**config.mk**
```make
export PLATFORM = sky130hd
export DESIGN_NAME = spi_sclk_prescaler
export DESIGN_NICKNAME = d
export VERILOG_FILES = /design/src/rtl/sclk_pkg.sv /design/src/rtl/sclk_cfg_hold.sv /design/src/rtl/sclk_tick_gen.sv /design/src/rtl/sclk_half_timer.sv /design/src/rtl/spi_sclk_prescaler.sv
export SDC_FILE = /design/constraint.sdc
export NUM_CORES = 1
export LEC_CHECK = 0
export ABC_AREA = 1
export BUFFER_PORTS_ARGS = -buffer_cell sky130_fd_sc_hd__buf_2
export CORE_MARGIN = 2
export CORE_UTILIZATION = 25
export CTS_CLUSTER_DIAMETER = 30
export CTS_CLUSTER_SIZE = 28
export DETAILED_ROUTE_END_ITERATION = 16
export PLACE_DENSITY_LB_ADDON = 0.1
export SETUP_SLACK_MARGIN = 0.02
export SYNTH_ARGS = -nofsm -noshare
export SYNTH_HDL_FRONTEND = slang
export SYNTH_SLANG_ARGS = --single-unit
```
**constraint.sdc**
```tcl
create_clock -name clk_i -period 2.7 [get_ports clk_i]
set_clock_uncertainty 0.1 [all_clocks]
set_input_delay 0.54 -clock clk_i [delete_from_list [all_inputs] [get_ports clk_i]]
set_output_delay 0.54 -clock clk_i [all_outputs]
set_load 0.02 [all_outputs]
```
**src/rtl/sclk_pkg.sv**
```systemverilog
package sclk_pkg;
  parameter int PM_W = 4;

  typedef struct packed {
    logic            cpol;
    logic            div16;
    logic [PM_W-1:0] pm;
  } sclk_cfg_t;
endpackage

```
**src/rtl/sclk_cfg_hold.sv**
```systemverilog
module sclk_cfg_hold
  import sclk_pkg::*;
(
  input  logic      clk_i,
  input  logic      rst_ni,
  input  logic      load_i,
  input  sclk_cfg_t cfg_i,
  output sclk_cfg_t cfg_o
);
  sclk_cfg_t cfg_q, cfg_d;

  always_comb begin
    cfg_d = cfg_q;
    if (load_i) cfg_d = cfg_i;
  end

  always_ff @(posedge clk_i or negedge rst_ni) begin
    if (!rst_ni) cfg_q <= '0;
    else         cfg_q <= cfg_d;
  end

  assign cfg_o = cfg_q;
endmodule

```
**src/rtl/sclk_tick_gen.sv**
```systemverilog
module sclk_tick_gen #(
  parameter int PRE_DIV = 16
) (
  input  logic clk_i,
  input  logic rst_ni,
  input  logic active_i,
  input  logic div_en_i,
  output logic tick_o
);
  generate
    if (PRE_DIV > 1) begin : g_pre
      localparam int PW = $clog2(PRE_DIV);
      localparam logic [PW-1:0] LAST = PW'(PRE_DIV - 1);
      logic [PW-1:0] cnt_q, cnt_d;

      always_comb begin
        cnt_d = cnt_q;
        if (!active_i)          cnt_d = '0;
        else if (cnt_q == LAST) cnt_d = '0;
        else                    cnt_d = cnt_q + 1'b1;
      end

      always_ff @(posedge clk_i or negedge rst_ni) begin
        if (!rst_ni) cnt_q <= '0;
        else         cnt_q <= cnt_d;
      end

      assign tick_o = active_i & (div_en_i ? (cnt_q == LAST) : 1'b1);
    end else begin : g_nopre
      logic unused_div;
      assign unused_div = div_en_i ^ clk_i ^ rst_ni;
      assign tick_o = active_i;
    end
  endgenerate
endmodule

```
**src/rtl/sclk_half_timer.sv**
```systemverilog
module sclk_half_timer #(
  parameter int PM_W = 4
) (
  input  logic            clk_i,
  input  logic            rst_ni,
  input  logic            active_i,
  input  logic            tick_i,
  input  logic [PM_W-1:0] pm_i,
  output logic            phase_o,
  output logic            lead_o,
  output logic            trail_o
);
  localparam int HC_W = PM_W + 1;

  logic [HC_W-1:0] hc_q, hc_d;
  logic            phase_q, phase_d;
  logic            lead_q, lead_d;
  logic            trail_q, trail_d;
  logic            term;

  // half length 2*(pm+1) ticks, last count value is 2*pm+1
  assign term = tick_i && (hc_q == {pm_i, 1'b1});

  always_comb begin
    hc_d    = hc_q;
    phase_d = phase_q;
    lead_d  = 1'b0;
    trail_d = 1'b0;
    if (!active_i) begin
      hc_d    = '0;
      phase_d = 1'b0;
    end else if (tick_i) begin
      if (term) begin
        hc_d    = '0;
        phase_d = ~phase_q;
        lead_d  = ~phase_q;
        trail_d = phase_q;
      end else begin
        hc_d = hc_q + 1'b1;
      end
    end
  end

  always_ff @(posedge clk_i or negedge rst_ni) begin
    if (!rst_ni) begin
      hc_q    <= '0;
      phase_q <= 1'b0;
      lead_q  <= 1'b0;
      trail_q <= 1'b0;
    end else begin
      hc_q    <= hc_d;
      phase_q <= phase_d;
      lead_q  <= lead_d;
      trail_q <= trail_d;
    end
  end

  assign phase_o = phase_q;
  assign lead_o  = lead_q;
  assign trail_o = trail_q;
endmodule

```
**src/rtl/spi_sclk_prescaler.sv**
```systemverilog
module spi_sclk_prescaler
  import sclk_pkg::*;
#(
  parameter int PRE_DIV = 16
) (
  input  logic            clk_i,
  input  logic            rst_ni,
  input  logic            enable_i,
  input  logic            run_i,
  input  logic [PM_W-1:0] pm_i,
  input  logic            div16_i,
  input  logic            cpol_i,
  output logic            sclk_o,
  output logic            lead_o,
  output logic            trail_o
);
  sclk_cfg_t cfg_in, cfg;
  logic      active, tick, phase;

  assign cfg_in = '{cpol: cpol_i, div16: div16_i, pm: pm_i};
  assign active = enable_i & run_i;

  sclk_cfg_hold u_cfg (
    .clk_i  (clk_i),
    .rst_ni (rst_ni),
    .load_i (~enable_i),
    .cfg_i  (cfg_in),
    .cfg_o  (cfg)
  );

  sclk_tick_gen #(.PRE_DIV(PRE_DIV)) u_tick (
    .clk_i    (clk_i),
    .rst_ni   (rst_ni),
    .active_i (active),
    .div_en_i (cfg.div16),
    .tick_o   (tick)
  );

  sclk_half_timer #(.PM_W(PM_W)) u_half (
    .clk_i    (clk_i),
    .rst_ni   (rst_ni),
    .active_i (active),
    .tick_i   (tick),
    .pm_i     (cfg.pm),
    .phase_o  (phase),
    .lead_o   (lead_o),
    .trail_o  (trail_o)
  );

  assign sclk_o = cfg.cpol ^ phase;
endmodule

```
=== Word level (Yosys, flattened, before mapping) ===
Index checks and enable logic that the tools add are counted.

* Output and inout bits: 3
* Register bits after elaboration: 18
* Logic and storage cells: 35

* $add $sub $neg: 2
* Reductions and logical operators: 2
* Eq/ne operators: 4
* Multiplexer cells: 15
* Bitwise operators: 4

{| class="wikitable"
|+ Operators with widths
! kind !! count
|-
| $mux 5 || 3
|-
| $mux 1 || 10
|-
| $mux 4 || 2
|-
| $add 5x1->5 const B || 1
|-
| $eq 5x5->1 || 1
|-
| $add 4x1->4 const B || 1
|-
| $eq 4x4->1 const B || 1
|-
| $ne 2x2->1 const B || 2
|-
| $and 1x1->1 || 2
|-
| $reduce_and 2->1 || 1
|-
| $logic_and 1x1->1 || 1
|-
| $not 1->1 || 1
|-
| $xor 1x1->1 || 1
|}

=== Depth between registers and ports, before layout ===
Gate-level depths: netlist of run 1.

* Depth in word-level cells: 7
* Gate-level depth with buffers: 8
* Mapped depth without buffers: 8

=== Hierarchy ===
Synthesis of run 1 repeated with hierarchy kept, for this count alone.

* Cells, all modules: 115
* Area total of the unflattened synthesis: 897.1 µm²

{| class="wikitable"
|+ Modules (own cells, without submodules)
! module !! cells each !! area an instance (µm²) !! times used !! seq. area each (µm²)
|-
| sclk_half_timer || 61 || 455.4 || 1 || 200.2
|-
| sclk_cfg_hold || 25 || 221.5 || 1 || 150.1
|-
| sclk_tick_gen || 21 || 190.2 || 1 || 100.1
|-
| spi_sclk_prescaler || 8 || 30.0 || 1 || 0.0
|}

=== Worst setup path after synthesis of run 1 ===
OpenSTA, ideal clock, no wires.

* Kind: input port to flip-flop
* Start: in enable_i
* End: reg u_half.phase_q (netlist: u_half.phase_o)
* Buffers on the path: 1
* Stages on the path: 8
* Data required time: 2.482 ns
* Arrival: 1.160 ns
* Slack: 1.322 ns
* Setup time: 0.118 ns
* Cells stage by stage: buf_6 > nand2_4 > nor2_2 > nand2_1 > nor2_2 > nand3_2 > nand3_1 > nand2_1

* Cells in the longest elaborated chain, start to end: 5
* Elaborated cells on any way between the ends: 7
* Those cells by class: eq/ne (2); mux (1); bitwise (2); reduce/logical (2)

{| class="wikitable"
|+ RTL lines
! element !! line !! source
|-
| start, declared || spi_sclk_prescaler.sv:8 || <nowiki>input logic enable_i,</nowiki>
|-
| $and 1x1->1 * || spi_sclk_prescaler.sv:21 || <nowiki>assign active = enable_i & run_i;</nowiki>
|-
| $and 1x1->1 || sclk_tick_gen.sv:28 || <nowiki>assign tick_o = active_i & (div_en_i ? (cnt_q == LAST) : 1'b1);</nowiki>
|-
| $logic_and 1x1->1 || sclk_half_timer.sv:22 || <nowiki>assign term = tick_i && (hc_q == {pm_i, 1'b1});</nowiki>
|-
| $ne 2x2->1 (no source line) || -- ||
|-
| $reduce_and 2->1 (no source line) || -- ||
|-
| end signal, assigned || sclk_half_timer.sv:52 || <nowiki>phase_q <= phase_d;</nowiki>
|-
| end, declared || sclk_half_timer.sv:16 || <nowiki>logic phase_q, phase_d;</nowiki>
|}

Every way passes the cells marked *; elsewhere a longest branch is shown, timed or not.
A chain may end at the register's enable or synchronous reset.

=== Worst setup path after layout of run 1 ===
* Start: reg u_half.phase_q (netlist: u_half.phase_o)
* End: out sclk_o

* Cells in the longest elaborated chain, start to end: 1

{| class="wikitable"
|+ RTL lines
! element !! line !! source
|-
| $xor 1x1->1 || spi_sclk_prescaler.sv:50 || <nowiki>assign sclk_o = cfg.cpol ^ phase;</nowiki>
|-
| end, declared || spi_sclk_prescaler.sv:13 || <nowiki>output logic sclk_o,</nowiki>
|}

No other way between the ends.

==> flow_summary.toml, run 1 <==
[outcome]
status = "completed"

[global_routing]
antenna_found_initial = 0
grt_max_degree = 19
grt_pass1_vias = 598
grt_pass1_wl_mm = 2.79
grt_overflow = 0
grt_use_total_pct = 9.19

[worst_setup_path]
crit_chain = "xor2_1 -> buf_2"
start_kind = "flip-flop"
r2r_slack_ns = 1.26
critical_path_buf_inv_count = 1
critPathKind = "reg -> out"
cp_max_fo = 3
end_kind = "output pin"
reg2reg_from = "u_tick.g_pre.cnt_q[0]$_DFF_PN0_"
worstPathArrival_ns = 1.05
path_delay_family = "flip-flops"
crit_required_ns = 2.06
cp_slowest_cell = "dfrtp_1"
critPathMaxStageDelay_ns = 0.43
reg2reg_to = "u_half.hc_q[2]$_DFFE_PN0P_"
reg2regPathDepth = 6

[route]
vias = 600
wl_mm = 1.53
drtIter0Drc = 17
route.detailed.drc = 0
routedWlPerCell_um = 10.3
ant_nets = 0
dr.pass1.iters = 4
avgViaCountPerCell = 4.05

[die]
die_h_um = 62.9
ios = 13
die_area_mm2 = 0.00395
die_w_um = 62.9
initial_core_util_pct = 25.9
rows = 21
core-area_mm2 = 0.00334

[clock_tree]
root_buffer = "clkbuf_4"
clock_latency_ns = 0.29
cts_buffers = 3
clock_path_buffers = 2
cts_tree = "yes"
postCtsHoldBufs = 0
clkSlewWorstSetupHoldPaths_ns = 0.10
htreeDepth = 1
cts_setup_buffers = 0
cts_sinks = 18
cts_resized = 0

[pwr]
max-vdd-ir-drop_v = 0.000147
leakagePower_nw = 0.493
power_density_mw_per_mm2 = 477

[timing]
period_share_pct = 62.6
slew_violations = 0
hold_viol_final = 0
maxSlewHeadroom_pct = 72.9
worst_slew_pin_slew_ns = 0.406
fin_crit_ns = 1.69
clock.fmax_ghz = 0.592
setup_viol = 0
finalSetupTns_ns = 0
hold_ws_ns = 0.0638
rsz0062_at_grt = "no"

[place]
dp_hpwl_mm = 1.21
gp_congestion = 0.735
numPortBuffers = 12

[job]
max_cap_viol_count = 0

[yosys]
seq_area_frac_synth_pct = 52.0
syn_avg_cell_area_um2 = 9.84
synth_top_area_cell = "dfrtp_1"
synth-main-ff-cell = "dfrtp_1"
syn_nets = 100
ys_async_sr_fraction_pct = 100
synth_area_leaders = "dfrtp_1 (52%), xor2_1 (7.1%), nand2_1 (6.9%)"
synth_top_cells_by_count = "dfrtp_1 (18), nand2_1 (16), nor2_1 (12), inv_1 (9), xor2_1 (7)"
synthCells = 88
synth_top_area_share_pct = 52.0
ys_types = 20
synth_area_um2 = 866
ys_seq_elements = 18
ys.warnings.count = 0
synth-edff-count = 0
yosysMostFrequentCell = "dfrtp_1"

[cells_and_area]
drive_above_1_share_pct = 25.5
fin_nets = 116
antenna_cells = 0
syn2layout_area_growth_pct = 14.9

[hold_path]
hp-class = "in -> async"
## flip-flops by register name, indices dropped and copies added (netlist names)
name                count
u_half.phase_o          1
u_half.lead_o           1
u_half.hc_q             5
u_half.trail_o          1
u_tick.g_pre.cnt_q      4
u_cfg.cfg_o             6
## where the power goes
part | switching, W | leakage [nW] | internal [W] | total [W]
clock network | 0.0000807 | 0.0138 | 0.0000518 | 0.000133
logic | 0.0000303 | 0.244 | 0.0000219 | 0.0000521
registers | 0.00000927 | 0.235 | 0.000281 | 0.000290
## metal layers
metal	vias to the layer above	GRT usage, %	share of wire, %
li1	308	-	-
met1	275	12.0	51
met2	15	13.6	43
met3	2	2.70	4.3
met4	0	5.00	1.5
met5	-	0	0
## stage by stage
stage          setup slack [ns]  cell area [um2]  std cells  power, W  utilization (%)
6_report                   1.01              995        148  0.000475             29.8
5_1_grt                   0.913              995        148  0.000511             29.8
4_1_cts                   0.974              995        148  0.000487             29.8
3_5_place_dp               1.12              972        145  0.000350             29.1
3_3_place_gp               1.13              972        145  0.000350             29.1
2_1_floorplan              1.32              866         88  0.000330                -
## worst max-delay path by stage
| stage | start | end | cells past startpoint |
|---|---|---|---|
| 6_report | u_half.phase_o$_DFFE_PN0P_ | sclk_o | 2 |
| 5_1_grt | u_half.phase_o$_DFFE_PN0P_ | sclk_o | 2 |
| 4_1_cts | u_half.phase_o$_DFFE_PN0P_ | sclk_o | 2 |
| 3_5_place_dp | enable_i | u_half.hc_q[2]$_DFFE_PN0P_ | 8 |
| 3_3_place_gp | enable_i | u_half.phase_o$_DFFE_PN0P_ | 8 |
| 2_1_floorplan | enable_i | u_half.phase_o$_DFFE_PN0P_ | 8 |
## final cells by class
class | count | area (um2)
Clock buffer | 3 | 22.5
Fill cell | 356 | 2340
Inverter | 10 | 42.5
Multi-Input combinational cell | 59 | 362
Sequential cell | 18 | 450
Tap cell | 46 | 57.6
Timing Repair Buffer | 12 | 60.1
## cell usage in the layout, fill, tap and decap left out
cell type  count
dfrtp_1       18
nor2_1        12
nand3_1        5
mux2_2         4
nor2_2         2
clkinv_4       1
nand3_2        1
xor2_1         7
xnor2_1        1
clkbuf_4       3
nand3_4        1
nand2_4        1
ha_1           2
nand2_2        1
inv_1          9
and3_1         1
o21ai_0        1
buf_2         12
a21oi_1        2
nand4_1        2
nand2_1       16
## cell families (layout without fill, tap and decap cells)
family / Yosys count / count (layout) / synth area share [%]
buffers and inverters: 11 / 25 / 6.21
flip-flops: 18 / 18 / 52.0
AO/OA/AOI/OAI: 3 / 3 / 1.73
AND/OR/NAND/NOR: 42 / 42 / 23.8
adder cells (fa/ha/maj): 2 / 2 / 2.89
multiplexers: 4 / 4 / 5.20
XOR/XNOR: 8 / 8 / 8.09
(Power assumes the default switching activity.)
==> inputs of run 2 (changes only) <==
- ABC_AREA: 1 -> 0
- clock period: 2.7 -> 1.68 ns (I/O delays scaled with it)
==> run 2 against run 1 <==
Compared with the run above:
- critical endpoint is now u_half.phase_o$_DFFE_PN0P_
- flip-flop and latch count did not move
- synthesized cell count decreased by 17%
- clock power is 110% higher
- critical path depth is 2 higher
- count of clock-buffer cells in the layout up 1
- die area shrank 1.9%
- global-route usage is 0.28 points lower
- cell count decreased by 8.1%
- register-to-register slack got worse by 1.1 ns
==> flow_summary.toml, run 2 <==
[outcome]
status = "completed"

[global_routing]
grt_pass1_wl_mm = 2.65
antenna_found_initial = 0
grt_use_total_pct = 8.92
grt_overflow = 0
grt_pass1_vias = 563
grt_max_degree = 19

[timing]
setup_viol = 0
worst_slew_pin_slew_ns = 0.406
fin_crit_ns = 1.53
period_share_pct = 91.0
maxSlewHeadroom_pct = 72.9
rsz0062_at_grt = "no"
slew_violations = 0
clock.fmax_ghz = 0.654
finalSetupTns_ns = 0
hold_viol_final = 0

[cells_and_area]
finalCoreUtilization_pct = 31.0
layout_common_cells = "dfrtp_1 (18), buf_2 (12), nor2_1 (10)"
drive_above_1_share_pct = 30.0
syn2layout_area_growth_pct = 19.9
largest_register_ffs = 6
antenna_cells = 0
fin_nets = 103
layout_commonest_cell = "dfrtp_1"

[die]
core-area_mm2 = 0.00328
rows = 21
die_w_um = 62.3
ios = 13
die_area_mm2 = 0.00388
die_h_um = 62.3
initial_core_util_pct = 25.8

[clock_tree]
cts_resized = 0
cts_buffers = 3
htreeDepth = 1
clock_latency_ns = 0.30
cts_setup_buffers = 0
cts_tree = "yes"
root_buffer = "clkbuf_4"
clock_path_buffers = 2
cts_sinks = 18
clkSlewWorstSetupHoldPaths_ns = 0.11

[yosys]
synth_area_leaders = "dfrtp_1 (53%), mux2_2 (8.0%), xnor2_1 (6.2%)"
ys_seq_elements = 18
ys_types = 19
syn_avg_cell_area_um2 = 11.6
yosysMostFrequentCell = "dfrtp_1"
ys.warnings.count = 0
synth-edff-count = 0
ys_async_sr_fraction_pct = 100
synth_top_area_cell = "dfrtp_1"
seq_area_frac_synth_pct = 53.1
syn_nets = 85
synth_top_area_share_pct = 53.1
synth_area_um2 = 848
synth_top_cells_by_count = "dfrtp_1 (18), nor2_1 (10), mux2_2 (6), nand2_1 (6), xnor2_1 (6)"
synth-main-ff-cell = "dfrtp_1"
synthCells = 73

[worst_setup_path]
end_kind = "flip-flop"
crit_required_ns = 1.77
start_kind = "flip-flop"
critPathKind = "reg -> reg"
worstPathArrival_ns = 1.62
cp_max_fo = 3

[place]
dp_hpwl_mm = 1.15
numPortBuffers = 12
gp_congestion = 0.769

[pwr]
max-vdd-ir-drop_v = 0.000317
leakagePower_nw = 0.472
finalPower_w = 0.000846
power_density_mw_per_mm2 = 831

[route]
vias = 585
ant_nets = 0
routedWlPerCell_um = 11.2
dr.pass1.iters = 4
wl_mm = 1.53
avgViaCountPerCell = 4.30
route.detailed.drc = 0
drtIter0Drc = 12

[job]
max_cap_viol_count = 0

[hold_path]
hp-class = "in -> reg"
[run 2: power breakdown]
group / total, W / switching, W / internal [W]
clock: 0.000277 / 0.000145 / 0.000132
sequential: 0.000474 / 0.0000209 / 0.000453
combinational: 0.0000952 / 0.0000496 / 0.0000456
total: 0.000846 / 0.000215 / 0.000631
[run 2: metal layers]
layer	up-vias	GRT usage (%)	part of all wire, %
met2	15	13.2	45
met5	-	0	0
met1	279	12.6	49
met4	0	4.17	2.3
met3	4	1.63	3.0
li1	287	-	-
[run 2: final timing paths]
check / start / end / slack, ns / cells past startpoint
setup / recovery: u_half.hc_q[3]$_DFFE_PN0P_ / u_half.phase_o$_DFFE_PN0P_ / 0.15 / 4
hold / removal: div16_i / u_cfg.cfg_o[4]$_DFFE_PN0N_ / 0.16 / 2
setup reg to reg: u_half.hc_q[3]$_DFFE_PN0P_ / u_half.phase_o$_DFFE_PN0P_ / 0.15 / 4
hold reg to reg: u_tick.g_pre.cnt_q[0]$_DFF_PN0_ / u_tick.g_pre.cnt_q[0]$_DFF_PN0_ / 0.36 / 1
max in group asynchronous: rst_ni / u_cfg.cfg_o[0]$_DFFE_PN0N_ / 0.81 / 2
min in group asynchronous: rst_ni / u_half.hc_q[0]$_DFFE_PN0P_ / 0.39 / 2
[run 2: metrics by stage]
step / area, um2 / hold slack, ns / cells / setup WS [ns]
floorplan: 848 / -0.0596 / 73 / 0.256
global placement: 971 / 0.199 / 131 / 0.161
detailed placement: 971 / 0.194 / 131 / 0.168
CTS: 1020 / 0.153 / 136 / 0.140
global route: 1020 / 0.132 / 136 / 0.0590
finish: 1020 / 0.159 / 136 / 0.151
[run 2: worst max-delay path: stages, from the launching register on]
cell	delay, ns
dfrtp_1	0.43
xor2_1	0.21
nor4b_4	0.35
nand4_2	0.18
mux2i_1	0.15
[run 2: final cells by class]
cell class	instances	area [um2]
fill	348	2270
sequential	18	450
multi-input combinational	51	380
timing repair buffer	15	85.1
tap	46	57.6
clock buffer	4	36.3
inverter	2	7.51
[run 2: timing repair]
action,4_1_cts,5_1_grt
hold endpoints to repair,18,0
hold buffers,1,0
endpoints found under the setup margin,0,0
[run 2: cell families (layout without fill, tap and decap cells)]
group / after synthesis / count (layout) / share of synthesized area, %
flops: 18 / 18 / 53.1
fa+ha+maj: 2 / 2 / 2.95
xor+xnor: 11 / 11 / 11.4
simple gates: 25 / 25 / 15.8
mux: 7 / 7 / 9.14
buf+inv: 4 / 21 / 2.07
compound gates: 6 / 6 / 5.61
==> inputs of run 3 (changes only) <==
- PLACE_DENSITY_LB_ADDON: 0.1 -> default
==> run 3 against run 2 <==
Compared with the run above:
- design area did not move
- flip-flop and latch count stayed put
- register-to-register slack improved by 0.02 ns
- combinational power barely moved
- first-iteration DRC count shrank 50%
- via count grew 2.4%
- worst hold slack gained 0.0051 ns
- sequential power hardly changed
- sequential share of layout area did not move
- critical path type unchanged
==> flow_summary.toml, run 3 (synthesized netlist as in run 2, its figures left out) <==
[route]
wl_met3_um = 65
vias = 599
wl_met2_um = 767
topRoutingLayerUsed = "met4"
wl_mm = 1.54
drtIter0Drc = 6
wl_met1_um = 685
dr.pass1.iters = 4
avgViaCountPerCell = 4.40
route.detailed.drc = 0
ant_nets = 0
routedWlPerCell_um = 11.3

[cells_and_area]
final_cells = 136
finalCoreUtilization_pct = 31.0
fin_nets = 103
drive_above_1_share_pct = 30.0
layout_commonest_cell = "dfrtp_1"
antenna_cells = 0
layout_common_cells = "dfrtp_1 (18), buf_2 (12), nor2_1 (10)"
nFillCells = 347
largest_register_ffs = 6
syn2layout_area_growth_pct = 19.9

[timing]
maxSlewHeadroom_pct = 72.4
worst_slew_pin_slew_ns = 0.414
setup_viol = 0
clock.fmax_ghz = 0.661
finalSetupTns_ns = 0
hold_viol_final = 0
fin_crit_ns = 1.51
slew_violations = 0
period_share_pct = 90.0
rsz0062_at_grt = "no"

[worst_setup_path]
reg2regPathDepth = 4
start_kind = "flip-flop"
reg2reg_to = "u_half.phase_o$_DFFE_PN0P_"
end_kind = "flip-flop"
worstPathArrival_ns = 1.60
crit_path_start = "u_half.hc_q[3]$_DFFE_PN0P_"
reg2reg_from = "u_half.hc_q[3]$_DFFE_PN0P_"
critPathKind = "reg -> reg"
crit_required_ns = 1.77
cp_max_fo = 3
crit_end = "u_half.phase_o$_DFFE_PN0P_"
r2r_slack_ns = 0.17

[clock_tree]
clock_latency_ns = 0.29
cts_buffers = 3
clkSlewWorstSetupHoldPaths_ns = 0.10
htreeDepth = 1
clock_path_buffers = 2
cts_tree = "yes"
cts_sinks = 18
root_buffer = "clkbuf_4"

[place]
dp_cells = 131
dp_hpwl_mm = 1.21
numPortBuffers = 12
gp_congestion = 0.802

[die]
core-area_mm2 = 0.00328
initial_core_util_pct = 25.8
ios = 13
die_w_um = 62.3
die_h_um = 62.3
rows = 21
die_area_mm2 = 0.00388

[pwr]
power_density_mw_per_mm2 = 821
leakagePower_nw = 0.472
max-vdd-ir-drop_v = 0.000360
finalPower_w = 0.000836

[hold_path]
hp-class = "in -> reg"
min_from = "cpol_i"

[job]
max_cap_viol_count = 0

[global_routing]
grt_pass1_wl_mm = 2.72
antenna_found_initial = 0
grt_overflow = 0
grt_max_degree = 19
grt_use_total_pct = 8.93
grt_pass1_vias = 630

[outcome]
status = "completed"
==> run 3: cell counts in the layout (fill, tap and decap cells not counted) <==
No cell type changed its count.
==> run 3: how the worst min path moves through the flow <==
stage,to,cells after the start
after detailed placement,u_half.hc_q[3]$_DFFE_PN0P_,1
after global placement,u_cfg.cfg_o[2]$_DFFE_PN0N_,1
final,u_cfg.cfg_o[5]$_DFFE_PN0N_,2
after CTS,u_cfg.cfg_o[5]$_DFFE_PN0N_,2
after floorplan,u_cfg.cfg_o[0]$_DFFE_PN0N_,0
after global routing,u_cfg.cfg_o[5]$_DFFE_PN0N_,2
==> run 3: critical path: stages (launching register included) <==
cell and delay [ns]:
dfrtp_1 0.43, xor2_1 0.21, nor4b_4 0.35, nand4_2 0.17
mux2i_1 0.15
==> run 3: what timing repair did <==
item	4_1_cts	5_1_grt
hold buffers	1	0
resized for setup	0	0
endpoints found under the hold margin	18	0
endpoints found under the setup margin	0	0
buffers inserted	0	0
==> run 3: layout make-up <==
type	count	area [um2]	area share, %
Sequential cell	18	450	44.3
Multi-Input combinational cell	51	380	37.4
Timing Repair Buffer	15	85.1	8.36
Tap cell	46	57.6	5.66
Clock buffer	4	36.3	3.57
Inverter	2	7.51	0.738
==> run 3: metal layers <==
| layer | vias up | track usage, % |
|---|---|---|
| li1 | 284 | - |
| met1 | 302 | 10.7 |
| met2 | 11 | 15.4 |
| met3 | 2 | 2.90 |
| met4 | 0 | 2.50 |
| met5 | - | 0 |
==> run 3: stage by stage <==
step / cell area [um2] / setup slack (ns) / hold WS (ns)
CTS: 1020 / 0.164 / 0.161
global route: 1020 / 0.0656 / 0.161
finish: 1020 / 0.168 / 0.164
global placement: 971 / 0.215 / 0.183
detailed placement: 971 / 0.182 / 0.191
floorplan: 848 / 0.256 / -0.0596
==> run 3: power breakdown <==
| group | leakage [nW] | switching [W] | total, W | internal [W] |
|---|---|---|---|---|
| logic | 0.216 | 0.0000496 | 0.0000949 | 0.0000453 |
| registers | 0.236 | 0.0000198 | 0.000473 | 0.000453 |
| clock network | 0.0210 | 0.000136 | 0.000268 | 0.000132 |
